===== src/rtl/lcd_tg_pkg.sv =====
package lcd_tg_pkg;

    // Phase of one axis, in the order it is traversed.
    typedef enum logic [1:0] {
        PH_SYNC   = 2'd0,
        PH_BACK   = 2'd1,
        PH_ACTIVE = 2'd2,
        PH_FRONT  = 2'd3
    } phase_e;

    // Number of axes (horizontal, vertical).
    localparam int NUM_AXES = 2;

endpackage


===== src/rtl/lcd_tg_pixdiv.sv =====
module lcd_tg_pixdiv #(
    parameter int DW = 8
) (
    input  logic          clk,
    input  logic          rst_n,
    input  logic          en,
    input  logic          run,
    input  logic [DW-1:0] div_val,
    output logic          tick,
    output logic          pclk
);

    typedef struct packed {
        logic [DW-1:0] cnt;
        logic          pclk;
    } div_st_t;

    div_st_t       st_d, st_q;
    logic [DW-1:0] eff;
    logic [DW:0]   half;

    // A zero divider is not legal: fall back to the smallest legal value.
    assign eff  = (div_val == '0) ? DW'(1) : div_val;
    assign half = ({1'b0, eff} + (DW+1)'(1)) >> 1;
    assign tick = en && run && (st_q.cnt == eff);

    always_comb begin
        st_d = st_q;
        if (!(en && run) || tick) begin
            st_d.cnt = '0;
        end else begin
            st_d.cnt = st_q.cnt + DW'(1);
        end
        st_d.pclk = en && ({1'b0, st_d.cnt} < half);
    end

    always_ff @(posedge clk or negedge rst_n) begin
        if (!rst_n) begin
            st_q <= '0;
        end else begin
            st_q <= st_d;
        end
    end

    assign pclk = st_q.pclk;

endmodule


===== src/rtl/lcd_tg_phase.sv =====
module lcd_tg_phase
    import lcd_tg_pkg::*;
#(
    parameter int CW = 11,
    parameter int PW = CW + 2
) (
    input  logic [PW-1:0] pos,
    input  logic [CW-1:0] sw,
    input  logic [CW-1:0] bp,
    input  logic [CW-1:0] act,
    output phase_e        phase
);

    logic [PW-1:0] end_sync, end_back, end_act;

    // Exclusive end of each phase, fields held as value minus one.
    assign end_sync = PW'(sw) + PW'(1);
    assign end_back = end_sync + PW'(bp) + PW'(1);
    assign end_act  = end_back + PW'(act) + PW'(1);

    always_comb begin
        if (pos < end_sync) begin
            phase = PH_SYNC;
        end else if (pos < end_back) begin
            phase = PH_BACK;
        end else if (pos < end_act) begin
            phase = PH_ACTIVE;
        end else begin
            phase = PH_FRONT;
        end
    end

endmodule


===== src/rtl/lcd_tg_span_end.sv =====
module lcd_tg_span_end #(
    parameter int CW = 11,
    parameter int PW = CW + 2
) (
    input  logic [PW-1:0] pos,
    input  logic [CW-1:0] sw,
    input  logic [CW-1:0] bp,
    input  logic [CW-1:0] act,
    input  logic [CW-1:0] fp,
    output logic          last
);

    logic [PW-1:0] total_m1;

    assign total_m1 = PW'(sw) + PW'(bp) + PW'(act) + PW'(fp) + PW'(3);
    assign last     = (pos == total_m1);

endmodule


===== src/rtl/lcd_timing_gen.sv =====
module lcd_timing_gen
    import lcd_tg_pkg::*;
#(
    parameter int CW = 11,
    parameter int DW = 8
) (
    input  logic          clk,
    input  logic          rst_n,
    input  logic          en,
    input  logic [CW-1:0] cfg_hsw,
    input  logic [CW-1:0] cfg_hbp,
    input  logic [CW-1:0] cfg_hact,
    input  logic [CW-1:0] cfg_hfp,
    input  logic [CW-1:0] cfg_vsw,
    input  logic [CW-1:0] cfg_vbp,
    input  logic [CW-1:0] cfg_vact,
    input  logic [CW-1:0] cfg_vfp,
    input  logic [DW-1:0] cfg_div,
    input  logic          cfg_inv_hs,
    input  logic          cfg_inv_vs,
    input  logic          cfg_inv_de,
    output logic          lcd_hsync,
    output logic          lcd_vsync,
    output logic          lcd_de,
    output logic          lcd_pclk,
    output logic          pix_tick,
    output logic          frame_start,
    output logic [CW+1:0] h_pos,
    output logic [CW+1:0] v_pos
);

    localparam int PW = CW + 2;

    typedef struct packed {
        logic [CW-1:0] hsw;
        logic [CW-1:0] hbp;
        logic [CW-1:0] hact;
        logic [CW-1:0] hfp;
        logic [CW-1:0] vsw;
        logic [CW-1:0] vbp;
        logic [CW-1:0] vact;
        logic [CW-1:0] vfp;
        logic [DW-1:0] div;
    } cfg_t;

    typedef struct packed {
        logic          run;
        cfg_t          wcfg;
        logic [PW-1:0] h;
        logic [PW-1:0] v;
        logic          tk;
        logic          fs;
    } cnt_t;

    typedef struct packed {
        logic hs;
        logic vs;
        logic de;
    } out_t;

    cnt_t  cnt_d, cnt_q;
    out_t  out_d, out_q;
    cfg_t  cfg_in;
    logic  tick;

    // Per-axis views: index 0 horizontal, 1 vertical; fields [0]=sw .. [3]=fp.
    logic [NUM_AXES-1:0][3:0][CW-1:0] fld_q, fld_d;
    logic [NUM_AXES-1:0][PW-1:0]      pos_q, pos_d;
    logic [NUM_AXES-1:0]              at_end;
    phase_e                           ph_d [NUM_AXES];

    assign cfg_in = '{hsw: cfg_hsw, hbp: cfg_hbp, hact: cfg_hact, hfp: cfg_hfp,
                      vsw: cfg_vsw, vbp: cfg_vbp, vact: cfg_vact, vfp: cfg_vfp,
                      div: cfg_div};

    assign fld_q[0] = {cnt_q.wcfg.hfp, cnt_q.wcfg.hact, cnt_q.wcfg.hbp, cnt_q.wcfg.hsw};
    assign fld_q[1] = {cnt_q.wcfg.vfp, cnt_q.wcfg.vact, cnt_q.wcfg.vbp, cnt_q.wcfg.vsw};
    assign fld_d[0] = {cnt_d.wcfg.hfp, cnt_d.wcfg.hact, cnt_d.wcfg.hbp, cnt_d.wcfg.hsw};
    assign fld_d[1] = {cnt_d.wcfg.vfp, cnt_d.wcfg.vact, cnt_d.wcfg.vbp, cnt_d.wcfg.vsw};
    assign pos_q[0] = cnt_q.h;
    assign pos_q[1] = cnt_q.v;
    assign pos_d[0] = cnt_d.h;
    assign pos_d[1] = cnt_d.v;

    lcd_tg_pixdiv #(.DW(DW)) u_div (
        .clk     (clk),
        .rst_n   (rst_n),
        .en      (en),
        .run     (cnt_q.run),
        .div_val (cnt_q.wcfg.div),
        .tick    (tick),
        .pclk    (lcd_pclk)
    );

    for (genvar a = 0; a < NUM_AXES; a++) begin : g_axis
        // End-of-span test on the current position and working fields.
        lcd_tg_span_end #(.CW(CW), .PW(PW)) u_end (
            .pos  (pos_q[a]),
            .sw   (fld_q[a][0]),
            .bp   (fld_q[a][1]),
            .act  (fld_q[a][2]),
            .fp   (fld_q[a][3]),
            .last (at_end[a])
        );
        // Phase of the next position, so the strobes leave a register.
        lcd_tg_phase #(.CW(CW), .PW(PW)) u_phase (
            .pos   (pos_d[a]),
            .sw    (fld_d[a][0]),
            .bp    (fld_d[a][1]),
            .act   (fld_d[a][2]),
            .phase (ph_d[a])
        );
    end

    // Next-state of the counters and the working timing set.
    always_comb begin
        cnt_d     = cnt_q;
        cnt_d.run = en;
        cnt_d.tk  = 1'b0;
        cnt_d.fs  = 1'b0;
        if (!en) begin
            cnt_d.h    = '0;
            cnt_d.v    = '0;
            cnt_d.wcfg = cfg_in;
        end else if (!cnt_q.run) begin
            cnt_d.h    = '0;
            cnt_d.v    = '0;
            cnt_d.wcfg = cfg_in;
            cnt_d.fs   = 1'b1;
        end else if (tick) begin
            cnt_d.tk = 1'b1;
            if (at_end[0]) begin
                cnt_d.h = '0;
                if (at_end[1]) begin
                    cnt_d.v    = '0;
                    cnt_d.wcfg = cfg_in;
                    cnt_d.fs   = 1'b1;
                end else begin
                    cnt_d.v = cnt_q.v + PW'(1);
                end
            end else begin
                cnt_d.h = cnt_q.h + PW'(1);
            end
        end
    end

    // Strobe levels for the next cycle.
    always_comb begin
        out_d.hs = !(en && (ph_d[0] == PH_SYNC)) ^ cfg_inv_hs;
        out_d.vs = !(en && (ph_d[1] == PH_SYNC)) ^ cfg_inv_vs;
        out_d.de = (en && (ph_d[0] == PH_ACTIVE) && (ph_d[1] == PH_ACTIVE)) ^ cfg_inv_de;
    end

    always_ff @(posedge clk or negedge rst_n) begin
        if (!rst_n) begin
            cnt_q <= '0;
            out_q <= '{hs: 1'b1, vs: 1'b1, de: 1'b0};
        end else begin
            cnt_q <= cnt_d;
            out_q <= out_d;
        end
    end

    assign lcd_hsync   = out_q.hs;
    assign lcd_vsync   = out_q.vs;
    assign lcd_de      = out_q.de;
    assign pix_tick    = cnt_q.tk;
    assign frame_start = cnt_q.fs;
    assign h_pos       = cnt_q.h;
    assign v_pos       = cnt_q.v;

endmodule


===== config.mk =====
export PLATFORM = sky130hd
export DESIGN_NAME = lcd_timing_gen
export DESIGN_NICKNAME = d
export VERILOG_FILES = /design/src/rtl/lcd_tg_pkg.sv /design/src/rtl/lcd_tg_pixdiv.sv /design/src/rtl/lcd_tg_phase.sv /design/src/rtl/lcd_tg_span_end.sv /design/src/rtl/lcd_timing_gen.sv
export SDC_FILE = /design/constraint.sdc
export NUM_CORES = 1
export LEC_CHECK = 0
export CAP_MARGIN = 10
export CORE_MARGIN = 1.5
export CORE_UTILIZATION = 59
export CTS_CLUSTER_DIAMETER = 80
export CTS_CLUSTER_SIZE = 24
export DETAILED_ROUTE_END_ITERATION = 10
export HOLD_SLACK_MARGIN = 0.08
export MAX_ROUTING_LAYER = met4
export PLACE_DENSITY = 0.82
export SLEW_MARGIN = 10
export SYNTH_ARGS = -nofsm -noshare
export SYNTH_HDL_FRONTEND = slang
export SYNTH_HIERARCHICAL = 1
export SYNTH_SLANG_ARGS = --single-unit

===== constraint.sdc =====
create_clock -name clk -period 9.95 [get_ports clk]
set_clock_uncertainty 0.2 [all_clocks]
set_input_delay 1.99 -clock clk [delete_from_list [all_inputs] [get_ports clk]]
set_output_delay 1.99 -clock clk [all_outputs]
set_load 0.05 [all_outputs]

==> summary.md, run 1 <==
| Metric | Value |
|---|---|
| Run status | `finished clean` |
| Die Ht | `152.0 µm` |
| CTS Buf Count | `17` |
| Max rail drop VDD | `0.0001220 V` |
| Total of endpoints with negative setup slack in the final report | `0` |
| Hold crit path type | `reg2reg` |
| Number of global-route vias before repair | `10.28k` |
| Top Usage Layer GRT | `met2` |
| Number of H-tree branching levels | `4` |
| Final count of hold timing violations | `0` |
| CTS sink count | `137` |
| Vias | `10.26k` |
| Drt pass-1 iters | `5` |
| Clock tree from TritonCTS | `built` |
| Number of cell rows | `54` |
| Type of the worst setup path | `reg2reg` |
| M2 GR Usage | `46.18%` |
| Met3 Usage GRT | `4.136%` |
| Overall die width | `152.0 µm` |
| Slowest cell on the critical path | `fa_1` |
| Number of synthesized flops with an enable pin | `0` |
| Worst Hold Margin | `0.3133 ns` |
| Buffers on Ports | `133` |
| Post-route antenna net violation count | `0` |
| Final worst setup slack | `0.5214 ns` |
| Register cell area after layout | `3431 µm²` |
| Count of pins on the block boundary | `134` |
| Average cell area after synthesis | `10.29 µm²` |
| Power density relative to cell area | `191.1 nW/µm²` |
| Cell taking the most area after synthesis | `dfrtp_1` |
| Area added between synthesis and finish | `16.20%` |
| Clock Root Buffer | `clkbuf_16` |
| DR vias/cell | `6.091` |
| N_diodes | `0` |
| Total area of multi-input combinational cells | `8890 µm²` |
| Dominant synthesized flop cell | `dfrtp_1` |
| Yosys cell types | `94` |
| Design Power | `2.910 mW` |
| Number of design-rule violations left by the first detailed-router iteration | `775` |
| Met1 track demand over resource | `44.06%` |
| Data arrival at the endpoint of the critical path | `9.58 ns` |
| Pin count of the biggest net entering global routing | `88` |
| Synthesized netlist cell count | `1,273` |
| Synth Register Bits | `137` |
| Peak clock frequency supported by timing | `106.1 MHz` |
| Type of element launching the critical path | `flop` |
| Maxcap violations | `0` |
| Share of the synthesized area in the top cell type | `25.78%` |
| Crit path capture type | `flop` |
| Req. time, crit path | `10.11 ns` |
| Most repeated cell in the gate-level netlist after synthesis | `ha_1` |
| Most frequent cells after synthesis | `ha_1, dfrtp_1, inv_1` |
| Fillers | `1,659` |
| Final weighted congestion of routability-driven global placement | `0.9461` |
| Biggest fanout along the worst timing path | `10` |
| Total Nets Final | `1,703` |
| Initial core utilization | `60.04%` |
| Clock latency reported for the late side of the worst-skew pair | `0.43 ns` |
| DRC violations left | `0` |
| Static Leak | `7.041 nW` |
| Slew @ Worst Pin | `0.8392 ns` |
| Total congestion overflow after global routing | `0` |
| Final slew viol count | `0` |
| Clk buf depth | `2` |
| Area of the core | `21,820 µm²` |
| Total wire length | `34,610 µm` |
| Total routing usage reported by global routing | `30.97%` |
| Synthesized net count | `1,585` |
| Final worst path period need | `9.429 ns` |
| Share of layout cells above drive strength 1 | `14.03%` |
| DIE AREA | `23,110 µm²` |
| Cell family with the largest share of critical-path delay | `simple AND/OR/NAND/NOR gates` |
| Number of buffers inserted by hold repair at cts | `0` |
| Sequential element share of the synthesized area | `26.18%` |
| Detailed-route wire length per cell | `20.55 µm` |
| Largest stage delay, worst path | `0.45 ns` |
| Area contributors post-synth | `dfrtp_1, ha_1, fa_1, mux2_4, xnor2_1` |
| Netlist area before placement | `13,100 µm²` |
| Async set-reset flop share out of synthesis | `100.0%` |
| Post-Place Setup Slack | `0.2669 ns` |
| Sum of buffers and inverters on the critical path | `3` |
| Most frequent cell on the critical path | `ha_1` |
| Clock slew seen by the registers of the worst setup and hold paths | `0.07 ns` |
| Fin crit share | `94.76%` |
| Number of warning messages in the yosys log | `6` |
| Number of antenna violations at the first check in global routing | `0` |
| Worst slew margin relative to its limit | `44.06%` |
| HPWL reported at the end of detailed placement | `26,960 µm` |
| First-pass GRT wire length | `55,010 µm` |
## layout make-up
type | count | share of cell area (%)
tap | 280 | 2.301
sequential | 137 | 22.53
clock inverter | 13 | 1.414
clock buffer | 19 | 2.909
inverter | 108 | 2.663
multi-input combinational | 979 | 58.39
timing repair buffer | 148 | 9.788
## cell families (layout without fill, tap and decap cells)
logic type,count (synthesis),count (layout),synth area share (%)
buffers and inverters,157,288,6.417
adders and majority gates,210,210,22.80
DFF,137,137,26.18
xor gates and xnor gates,124,124,8.403
AOI/OAI and AO/OA,257,257,13.10
muxes,110,110,10.83
and+or+nand+nor,278,278,12.26
## registers in the layout, indices dropped and copies added, names as in the netlist
signal,flops
pix_tick,1
u_div/st_q,8
lcd_de,1
frame_start,1
lcd_vsync,1
h_pos,13
cnt_q,97
v_pos,13
u_div/pclk,1
lcd_hsync,1
## cell usage in the layout, fill, tap and decap left out, drive strengths merged, types with 7 or more instances in the layout
master,n
xor2,58
a21oi,71
nand3b,10
o2111ai,7
nor4,12
and3,9
inv,111
nand2,63
a31oi,8
clkbuf,20
nand3,34
or4,8
a211oi,8
mux2i,12
and4,8
o21a,17
a21o,32
fa,48
mux2,98
nor2b,15
o31ai,12
nor3,11
nand4,21
nor2,54
ha,162
dfrtp,135
buf,15
clkdlybuf4s50,132
nand2b,9
o21ai,48
o21bai,7
xnor2,66
o211ai,10
## worst reg2reg max path, delay by kind of cell (launching register included)
family          cells  cell delay, ns
compound gates     12            2.21
xor+xnor            3            0.52
fa+ha+maj           7            2.53
buf+inv             3            0.42
flops               1            0.36
mux                 1            0.36
simple gates       15            2.74
## worst paths after layout
check,slack [ns],end,cells after the start,startpoint
hold reg to reg,0.31,cnt_q[90],1,cnt_q[90]
hold / removal,0.31,cnt_q[90],1,cnt_q[90]
setup reg to reg,0.52,lcd_vsync,41,cnt_q[113]
min in group asynchronous,1.43,cnt_q[91],1,rst_n
setup / recovery,0.52,lcd_vsync,41,cnt_q[113]
max in group asynchronous,6.90,cnt_q[64],2,rst_n
## per-stage QoR
stage	cells	TNS, ns	util [%]	instance area [µm²]
after floorplan	1273	0	-	13100
after global placement	1645	0	66.11	14430
after detailed placement	1645	0	66.11	14430
after CTS	1677	0	69.13	15090
after global routing	1684	-0.06238	69.76	15220
final	1684	0	69.76	15220
## power by group
part / switching, mW / internal, mW
clock: 0.270 / 0.455
sequential: 0.0317 / 0.593
combinational: 0.876 / 0.683
## layer usage
layer	share of wire, %	vias to the layer above
met4	2.0	0
met3	4.9	49
met2	46	344
met1	47	5080
li1	-	4785
met5	0	-
## timing repair
action / CTS / global route
setup buffers: 0 / 6
endpoints found under the hold margin: 0 / 0
endpoints found under the setup margin: 0 / 3
gates resized for setup: 0 / 15
Note: power is estimated with default switching activity, not from simulation.
==> run 2: changes to the inputs <==
--- a/config.mk
+++ b/config.mk
@@ -11,7 +11,7 @@
 export CTS_CLUSTER_DIAMETER = 80
 export CTS_CLUSTER_SIZE = 24
 export DETAILED_ROUTE_END_ITERATION = 10
-export HOLD_SLACK_MARGIN = 0.08
+export HOLD_SLACK_MARGIN = 0.12
 export MAX_ROUTING_LAYER = met4
 export PLACE_DENSITY = 0.82
 export SLEW_MARGIN = 10
==> results of run 2 <==
Final layout, timing and power as in run 1 (identical DEF).
==> run 3: changes to the inputs <==
--- a/config.mk
+++ b/config.mk
@@ -7,13 +7,13 @@
 export LEC_CHECK = 0
 export CAP_MARGIN = 10
 export CORE_MARGIN = 1.5
-export CORE_UTILIZATION = 59
+export CORE_UTILIZATION = 60
 export CTS_CLUSTER_DIAMETER = 80
 export CTS_CLUSTER_SIZE = 24
 export DETAILED_ROUTE_END_ITERATION = 10
 export HOLD_SLACK_MARGIN = 0.12
 export MAX_ROUTING_LAYER = met4
-export PLACE_DENSITY = 0.82
+export PLACE_DENSITY = 0.84
 export SLEW_MARGIN = 10
 export SYNTH_ARGS = -nofsm -noshare
 export SYNTH_HDL_FRONTEND = slang
==> constraint.sdc (replaced) <==
create_clock -name clk -period 11.5 [get_ports clk]
set_clock_uncertainty 0.2 [all_clocks]
set_input_delay 2.3 -clock clk [delete_from_list [all_inputs] [get_ports clk]]
set_output_delay 2.3 -clock clk [all_outputs]
set_load 0.05 [all_outputs]
==> summary.md, run 3 (synthesized netlist as in run 1, its figures left out) <==
| Metric | Value |
|---|---|
| Number of buffers inserted by hold repair at cts | `0` |
| Post-route cell area | `14,960 µm²` |
| Max rail drop VDD | `0.00008951 V` |
| DRC violations left | `0` |
| Final worst path period need | `10.19 ns` |
| Run status | `finished clean` |
| Clock share of power | `22.4%` |
| Slowest cell on the critical path | `nand2_4` |
| Clock slew seen by the registers of the worst setup and hold paths | `0.06 ns` |
| Worst slew margin relative to its limit | `42.42%` |
| Routed length on met3 | `2556 µm` |
| HPWL reported at the end of detailed placement | `26,840 µm` |
| Top library cells by usage in the layout, fill and taps aside | `ha_1, dfrtp_1, clkdlybuf4s50_1` |
| Routed length on met1 | `15,420 µm` |
| Data arrival at the endpoint of the critical path | `10.34 ns` |
| Total Nets Final | `1,691` |
| Setup Fix Bufs, Post-CTS | `0` |
| DR WL met2 | `15,830 µm` |
| Clock latency reported for the late side of the worst-skew pair | `0.44 ns` |
| Post-detailed-placement cell area | `14,380 µm²` |
| Most common library cell in the layout ignoring fill and taps | `ha_1` |
| Final slew viol count | `0` |
| Count of pins on the block boundary | `134` |
| Total routing usage reported by global routing | `32.32%` |
| Register-to-Register Path Depth | `36` |
| Design Power | `2.434 mW` |
| Number of design-rule violations left by the first detailed-router iteration | `912` |
| Internal power of the cells | `1.407 mW` |
| Crit path capture type | `flop` |
| Clock Root Buffer | `clkbuf_16` |
| CTS Buf Count | `17` |
| Post-route antenna net violation count | `0` |
| Type of the worst setup path | `reg2reg` |
| Area added between synthesis and finish | `14.17%` |
| Overall die width | `150.8 µm` |
| Flip-flop count of the largest register, all copies and words added | `97` |
| Sum of buffers and inverters on the critical path | `1` |
| Most frequent cell on the critical path | `ha_1` |
| Number of H-tree branching levels | `4` |
| Initial core utilization | `61.75%` |
| Detailed-route wire length per cell | `20.67 µm` |
| Uppermost metal layer occupied by signal nets | `met4` |
| First-pass GRT wire length | `54,570 µm` |
| Vias | `10.15k` |
| Fin crit share | `88.59%` |
| Power density relative to cell area | `162.7 nW/µm²` |
| Total wire length | `34,450 µm` |
| Req. time, crit path | `11.65 ns` |
| Area of the core | `21,220 µm²` |
| Slew @ Worst Pin | `0.8637 ns` |
| Pin count of the biggest net entering global routing | `74` |
| Share of layout cells above drive strength 1 | `12.93%` |
| Maxcap violations | `0` |
| Die Ht | `150.8 µm` |
| Combinational share of power | `55.4%` |
| Post-cts repair resize count | `0` |
| Sum of negative setup slack | `0 ns` |
| Drt pass-1 iters | `7` |
| Type of element launching the critical path | `flop` |
| Hold crit path type | `reg2reg` |
| Largest stage delay, worst path | `0.68 ns` |
| Buffers on Ports | `133` |
| Static Leak | `6.905 nW` |
| Number of antenna violations at the first check in global routing | `0` |
| Final count of hold timing violations | `0` |
| Peak clock frequency supported by timing | `98.16 MHz` |
| Switching power of the nets | `1.026 mW` |
| Total of endpoints with negative setup slack in the final report | `0` |
| Switching Fraction | `42.17%` |
| Logic depth of the worst path, buffers included | `36` |
| DR vias/cell | `6.090` |
| Register with the highest flop count | `cnt_q` |
| Final weighted congestion of routability-driven global placement | `0.9898` |
| Post-layout util | `70.50%` |
| N_diodes | `0` |
| Clk buf depth | `2` |
| CTS sink count | `137` |
| Number of global-route vias before repair | `10.30k` |
| Clock tree from TritonCTS | `built` |
| Depth of the worst hold-timing path | `1` |
| Biggest fanout along the worst timing path | `43` |
| Relative contribution of sequential cells to total power | `22.2%` |
| Unrepaired setup endpoints after global routing | `no` |
| DIE AREA | `22,730 µm²` |
| Number of cell rows | `53` |
| Cell family with the largest share of critical-path delay | `simple AND/OR/NAND/NOR gates` |
| Total congestion overflow after global routing | `0` |
[run 3: cell types whose count changed in the layout (fill, tap and decap cells not counted), sizes merged]
cell | previous run | this run
clkbuf | 20 | 18
clkinvlp | 1 | 5
buf | 15 | 4
inv | 111 | 115
bufinv | 5 | 1
clkinv | 4 | 1
[run 3: area by class of cell]
cell class / instances / area (µm²)
Clock buffer: 18 / 439.2
Clock inverter: 14 / 136.4
Multi-Input combinational cell: 979 / 8836
Sequential cell: 137 / 3431
Tap cell: 275 / 344.1
Fill cell: 1581 / 6261
Timing Repair Buffer: 136 / 1368
Inverter: 108 / 405.4
[run 3: worst paths after layout]
path | start | slack (ns) | end
setup / recovery | cnt_q[121] | 1.31 | lcd_de
hold reg to reg | cnt_q[36] | 0.31 | cnt_q[36]
min in group asynchronous | rst_n | 1.69 | cnt_q[91]
hold / removal | cnt_q[36] | 0.31 | cnt_q[36]
max in group asynchronous | rst_n | 8.08 | cnt_q[41]
setup reg to reg | cnt_q[121] | 1.31 | lcd_de
[run 3: routing by layer]
metal	GRT usage (%)	up-vias
li1	-	4745
met3	6.717	53
met5	-	-
met1	43.38	4940
met4	8.786	0
met2	49.82	414
[run 3: stage by stage]
stage	hold WS (ns)	cells	setup WS (ns)
2_1_floorplan	0.2582	1273	2.826
3_3_place_gp	0.2929	1635	1.791
3_5_place_dp	0.3008	1635	1.503
4_1_cts	0.3140	1667	1.516
5_1_grt	0.3272	1667	0.7386
6_report	0.3132	1667	1.312
[run 3: worst reg2reg max path, delay by kind of cell (launching register included)]
family | cells | cell delay (ns)
XOR/XNOR | 3 | 0.87
flip-flops | 1 | 0.41
multiplexers | 1 | 0.36
buffers and inverters | 1 | 0.12
AO/OA/AOI/OAI | 9 | 1.79
AND/OR/NAND/NOR | 16 | 3.92
adder cells (fa/ha/maj) | 6 | 2.48
[run 3: power by group through the flow]
stage | Combinational [mW] | Sequential [mW] | Clock (mW)
floorplan | 0.997 | 0.547 | 0
global placement | 1.26 | 0.548 | 0
detailed placement | 1.29 | 0.550 | 0
CTS | 1.32 | 0.542 | 0.554
global route | 1.47 | 0.546 | 0.576
finish | 1.35 | 0.541 | 0.545
